`config.mk`:
```
export PLATFORM = sky130hd
export DESIGN_NAME = dchain_arbiter
export DESIGN_NICKNAME = d
export VERILOG_FILES = /design/src/rtl/dchain_pkg.sv /design/src/rtl/dchain_ctrl.sv /design/src/rtl/dchain_slice.sv /design/src/rtl/dchain_arbiter.sv
export SDC_FILE = /design/constraint.sdc
export NUM_CORES = 1
export LEC_CHECK = 0
export BUFFER_PORTS_ARGS = -buffer_cell sky130_fd_sc_hd__buf_2
export CORE_AREA = 5 5 42 44
export CTS_CLUSTER_SIZE = 28
export DETAILED_ROUTE_END_ITERATION = 8
export DIE_AREA = 0 0 47 49
export PLACE_DENSITY = 0.51
export REMOVE_ABC_BUFFERS = 1
export SLEW_MARGIN = 20
export SYNTH_ARGS = -nofsm -noshare
export SYNTH_HDL_FRONTEND = slang
export SYNTH_HIERARCHICAL = 1
export SYNTH_SLANG_ARGS = --single-unit
```
`constraint.sdc`:
```
create_clock -name clk -period 1.65 [get_ports clk]
set_input_delay 0 -clock clk [delete_from_list [all_inputs] [get_ports clk]]
set_output_delay 0 -clock clk [all_outputs]
set_load 0.005 [all_outputs]
```
`src/rtl/dchain_pkg.sv`:
```
package dchain_pkg;

    typedef enum logic [1:0] {
        ARB_IDLE  = 2'd0,
        ARB_OFFER = 2'd1,
        ARB_HOLD  = 2'd2
    } arb_state_t;

    typedef struct packed {
        logic chain_grant;
        logic capture;
        logic clear;
        logic busy;
    } ctl_out_t;

    function automatic logic merge_requests(input logic [31:0] reqs, input int unsigned count);
        logic acc;
        acc = 1'b0;
        for (int unsigned i = 0; i < 32; i++) begin
            if (i < count) acc = acc | reqs[i];
        end
        return acc;
    endfunction

endpackage

```
`src/rtl/dchain_ctrl.sv`:
```
module dchain_ctrl
    import dchain_pkg::*;
(
    input  logic     clk,
    input  logic     rst,
    input  logic     any_req,
    input  logic     chain_tail,
    input  logic     bus_release,
    output ctl_out_t ctl
);

    arb_state_t state_q, state_d;

    always_comb begin
        state_d = state_q;
        unique case (state_q)
            ARB_IDLE:  if (any_req) state_d = ARB_OFFER;
            ARB_OFFER: state_d = chain_tail ? ARB_IDLE : ARB_HOLD;
            ARB_HOLD:  if (bus_release) state_d = ARB_IDLE;
            default:   state_d = ARB_IDLE;
        endcase
    end

    always_ff @(posedge clk) begin
        if (rst) state_q <= ARB_IDLE;
        else     state_q <= state_d;
    end

    always_comb begin
        ctl.chain_grant = (state_q != ARB_IDLE);
        ctl.capture     = (state_q == ARB_OFFER);
        ctl.clear       = (state_q == ARB_HOLD) && bus_release;
        ctl.busy        = (state_q == ARB_HOLD);
    end

endmodule

```
`src/rtl/dchain_slice.sv`:
```
module dchain_slice (
    input  logic clk,
    input  logic rst,
    input  logic req,
    input  logic grant_in,
    input  logic capture,
    input  logic clear,
    output logic grant_out,
    output logic owner
);

    logic owner_q;
    logic absorb;

    // Keep the grant if already owner, or if requesting while the offer is live.
    assign absorb    = grant_in && (owner_q || (req && capture));
    assign grant_out = grant_in && !absorb;
    assign owner     = owner_q;

    always_ff @(posedge clk) begin
        if (rst || clear)             owner_q <= 1'b0;
        else if (absorb && capture)   owner_q <= 1'b1;
    end

endmodule

```
`src/rtl/dchain_arbiter.sv`:
```
module dchain_arbiter #(
    parameter int unsigned N = 4
) (
    input  logic         clk,
    input  logic         rst,
    input  logic [N-1:0] dev_req,
    input  logic         bus_release,
    output logic [N-1:0] dev_grant,
    output logic         bus_busy
);
    import dchain_pkg::*;

    localparam int unsigned LINKS = N + 1;

    logic [LINKS-1:0] link;
    logic             any_req;
    ctl_out_t         ctl;

    assign any_req = merge_requests(32'(dev_req), N);

    dchain_ctrl u_ctrl (
        .clk        (clk),
        .rst        (rst),
        .any_req    (any_req),
        .chain_tail (link[N]),
        .bus_release(bus_release),
        .ctl        (ctl)
    );

    assign link[0] = ctl.chain_grant;

    for (genvar i = 0; i < N; i++) begin : g_slice
        dchain_slice u_slice (
            .clk      (clk),
            .rst      (rst),
            .req      (dev_req[i]),
            .grant_in (link[i]),
            .capture  (ctl.capture),
            .clear    (ctl.clear),
            .grant_out(link[i+1]),
            .owner    (dev_grant[i])
        );
    end

    assign bus_busy = ctl.busy;

endmodule

```
# Yosys cells after proc, flatten, opt, wreduce, memory -nomap -nowiden
# Cells that the tools add are included.
# totals
register_bits,6
latchBits,0
ramBits,0
rom_bits,0
in_bits,7
memories,0
# op_classes
n_addsub,0
multipliers,0
n_div,0
n_lt_le_gt_ge,0
n_eq_ne,4
n_shift,0
muxes,4
n_bitwise,3
reduce_logical,29
# op_table
operator,count
$logic_and 1x1->1,17
$mux 2,3
$pmux 2 s3,1
$logic_or 1x1->1,5
$logic_not 1->1,4
$ne 2x2->1 const B,2
$or 1x1->1,3
$eq 2x1->1 const B,1
$eq 2x2->1 const B,1
$logic_not 2->1,1
$reduce_and 2->1,1
$reduce_bool 2->1,1

# Logic depth before layout (Yosys ltp)
# logic_depth
depth_word,17
ltp_mapped,11
mapped_depth_nobuf,11

# By module
# Netlist, hierarchy kept.
# by_module_without_submodules
module,instances,cells_each,area_each_um2
dchain_slice,4,5,52.6
dchain_ctrl,1,10,93.8
dchain_arbiter,1,1,7.5

# Least setup slack after synthesis
# No wires, ideal clock.
# synth_timing
path_kind,register to register
startpoint,register u_ctrl.state_q[0]
endpoint,register u_ctrl.state_q[1]
arrival_ps,1594
setup_slack_ps,-61
stages_incl_launch_ff,11
n_path_buf,0
period_less_slack_ps,1711
path_cell_list,dfxtp_1 > nor2b_1 > a211oi_2 > inv_1 > a211oi_2 > inv_1 > a211oi_2 > inv_1 > a211oi_2 > nor2_1 > a22o_1
# synth_rtl
element,line_no,rtl
from (decl),dchain_ctrl.sv:12,"arb_state_t state_q, state_d;"
from (signal assigned),dchain_ctrl.sv:26,else state_q <= state_d;

==> results by group <==
Run
  • Max-cap violations: 0

STA
  • Unrepaired setup endpoints after global routing: true
  • Setup TNS after final layout: -115.1 ps
  • Relative slew margins: ~83%
  • Final number of hold-violating endpoints: 0
  • Final WS setup: -115.1 ps
  • Final Critical Period: around 1800 ps
  • Clock tree skew after final layout: a little over 6 ps
  • Slew of the pin with the lowest slew margin: about 250 ps
  • Final-report setup violation count: 1
  • Maximum achievable frequency: about 570 MHz
  • Hold_ws: 49.70 ps
  • Max-slew violation count: 0
  • Ratio of final minimum period to clock period: 107.0%

Critical path
  • Cell depth of the worst flop-to-flop path: 10
  • Nature of the critical path endpoint: flop
  • Largest fanout of any net on the critical path: 3
  • Data arrival at the endpoint of the critical path: roughly 1900 ps
  • R2r endpoint: u_ctrl/state_q[1]
  • Type of element launching the critical path: flop
  • Crit path required time: 1780 ps
  • Slack of the worst reg-to-reg path: -120 ps
  • Kind of cell adding the most delay to the critical path: compound AO/OA/AOI/OAI gates
  • Most common cell on crit path: a211oi_2
  • Slowest CP cell: dfxtp_2
  • Origin of the critical flop-to-flop path: u_ctrl/state_q[0]
  • Crit path buffers/inverters: 3
  • Biggest cell delay along the critical path: approximately 310 ps
  • Ordered cell list for the critical path: nor2b_1, a211oi_2, inv_1, a211oi_2, inv_1, a211oi_2, inv_1, a211oi_2, nor2_1, a22o_1
  • Crit Path Class: flop to flop

Drt
  • WL per Instance: about 12 um
  • Number of vias per cell after detailed routing: between 4 and 5
  • Remaining antenna violation count: 0
  • DRC marker count from the first detailed-route iteration: 4
  • Number of remaining DRC errors: 0
  • Total vias in the final route: about 290
  • First-pass DRT Iterations: 4
  • Total Wirelength: approximately 800 um

Clock network
  • Clock latency at the later pin of the worst-skew pair: between 200 and 300 ps
  • Clock Root Buffer: clkbuf_4
  • Number of CTS-inserted buffers: 3
  • TritonCTS clock tree: done
  • H-tree depth reported by CTS: 1
  • Clock transition at path regs: 40 ps
  • Clk sinks: 6
  • Total of hold buffers inserted after clock tree synthesis: 0
  • Clock tree buffer depth: 2

Layout
  • Area growth from synthesis to final layout: 36.95%
  • Count of non-filler cells in the finished layout: 63
  • Final Cell Area: 426.7 um^2
  • Total inserted antenna cells: 0
  • Final net count: 56
  • Ratio of cells with drive above 1 in the final layout: between 50% and 60%

Place
  • Cell count after placement: 60
  • Placer congestion estimate: 0.6676
  • Detailed placer's ending HPWL: between 600 and 700 um
  • Post-placement cell area: roughly 400 um^2
  • Quantity of I/O buffers inserted on ports: 11

Global route
  • Global-route wire length before repair: approximately 1200 um
  • Pin count of the biggest net entering global routing: 9
  • Antenna violations before repair: 0
  • Congestion Overflow GR: 0
  • Global-route usage over all layers: ~7.8%
  • Number of global-route vias before repair: 298

Synthesis
  • Mapped Avg Cell Area: approximately 10 um^2
  • Number of synthesized register bits: 6
  • Total number of yosys warnings: 6
  • Share of synthesized area occupied by flip-flops and latches: 38.55%
  • Syn Inst Count: 31
  • Library cells used by synthesis: 12
  • Total standard cell area after synthesis: roughly 310 um^2

Floorplanning
  • Area of the core: about 0.0014 mm^2
  • Die height: 49 um
  • Overall die area: about 0.0023 mm^2
  • Ports: 12
  • Die Width: 47 um
  • Initial core utilization: about 22%
  • # rows: 14

Power
  • Total power: roughly 0.43 mW
  • Cell leakage power: 0.1907 nW
  • Largest vdd supply drop: 0.0003350 V
  • P per Cell Area: roughly 1000 mW/mm^2

Min path
  • Worst Hold Depth: 2
  • Hold path startpoint: rst
  • Class of the worst hold path: input port to flop
  • Terminating pin of the worst hold path: u_ctrl/state_q[0]

Run status
  • Status: finished, violations left
  • Violations in the final reports: negative setup slack
[cells by family (layout without fill, tap and decap cells)]
family | Yosys count | after routing | synth area share (%)
buffers and inverters | 4 | 20 | 4.818
DFF | 6 | 6 | 38.56
AOI/OAI and AO/OA | 9 | 9 | 26.91
and+or+nand+nor | 12 | 12 | 29.72
[what timing repair did]
item,CTS,global route
setup buffers,0,0
cloned,0,0
endpoints found under the setup margin,1,1
gates resized for setup,2,1
pin swaps,0,0
[worst register-to-register path, cell delays in order, from the launching register on]
cell	delay, ps
dfxtp_2	310
nor2b_1	150
a211oi_2	220
inv_1	70
a211oi_2	200
inv_1	80
a211oi_2	170
inv_1	70
a211oi_2	140
nor2_1	70
a22o_1	170
[cells in the final DEF, fill, tap and decap left out]
cell       n
buf_2     11
a211oi_2   4
a31oi_1    4
nor3_2     4
dfxtp_1    4
clkbuf_4   3
inv_1      3
buf_4      2
nor2b_1    2
nor2_1     2
dfxtp_2    2
or4_1      1
inv_2      1
or2_1      1
and2_1     1
a22o_1     1
nor3b_2    1
[cell usage after synthesis]
| cell | count | area share (%) |
|---|---|---|
| or4_1 | 1 | 2.4 |
| a31oi_1 | 4 | 8.0 |
| nor3b_2 | 1 | 4.0 |
| nor3_2 | 4 | 13 |
| nor2_1 | 2 | 2.4 |
| and2_1 | 1 | 2.0 |
| nor2b_1 | 2 | 4.0 |
| a22o_1 | 1 | 2.8 |
| inv_1 | 4 | 4.8 |
| a211oi_2 | 4 | 16 |
| dfxtp_1 | 6 | 39 |
| or2_1 | 1 | 2.0 |
[where the power goes]
part	total, mW	internal (mW)	switching, mW
Sequential	0.168	0.159	0.00872
Combinational	0.123	0.0562	0.0665
Clock	0.135	0.0823	0.0531
[worst max path at each step]
stage,from,endpoint,slack [ps],cells after the start
finish,u_ctrl/state_q[0],u_ctrl/state_q[1],-120,10
detailed placement,u_ctrl/state_q[0],u_ctrl/state_q[1],-130,11
CTS,u_ctrl/state_q[0],u_ctrl/state_q[1],-120,10
global route,u_ctrl/state_q[1],u_ctrl/state_q[1],-250,11
global placement,u_ctrl/state_q[1],u_ctrl/state_q[1],-60,11
floorplan,u_ctrl/state_q[0],u_ctrl/state_q[1],-60,10
[final cells by class]
cell class                 instances  area [um^2]
tap                               16        20.02
timing repair buffer              13        70.07
clock buffer                       3        22.52
inverter                           4        15.01
sequential                         6        122.6
multi-input combinational         21        176.4
fill                             160        974.7
[stage by stage]
stage	setup slack, ps	utilization [%]
finish	-115.1	30.45
global route	-245.2	30.45
CTS	-123.5	30.45
detailed placement	-125.7	28.66
global placement	-61.96	28.66
floorplan	-61.08	-
[layer usage]
metal	vias up	track usage, %	part of all wire (%)
li1	147	-	-
met1	129	9.713	47
met2	9	9.276	45
met3	2	2.583	6.3
met4	0	8.295	1.7
met5	-	0	0
[registers in the layout (all words and copies together), names as in the netlist]
| name | cells |
|---|---|
| g_slice.u_slice/owner | 4 |
| u_ctrl/state_q | 2 |
Power figures use the tool's default switching activity.
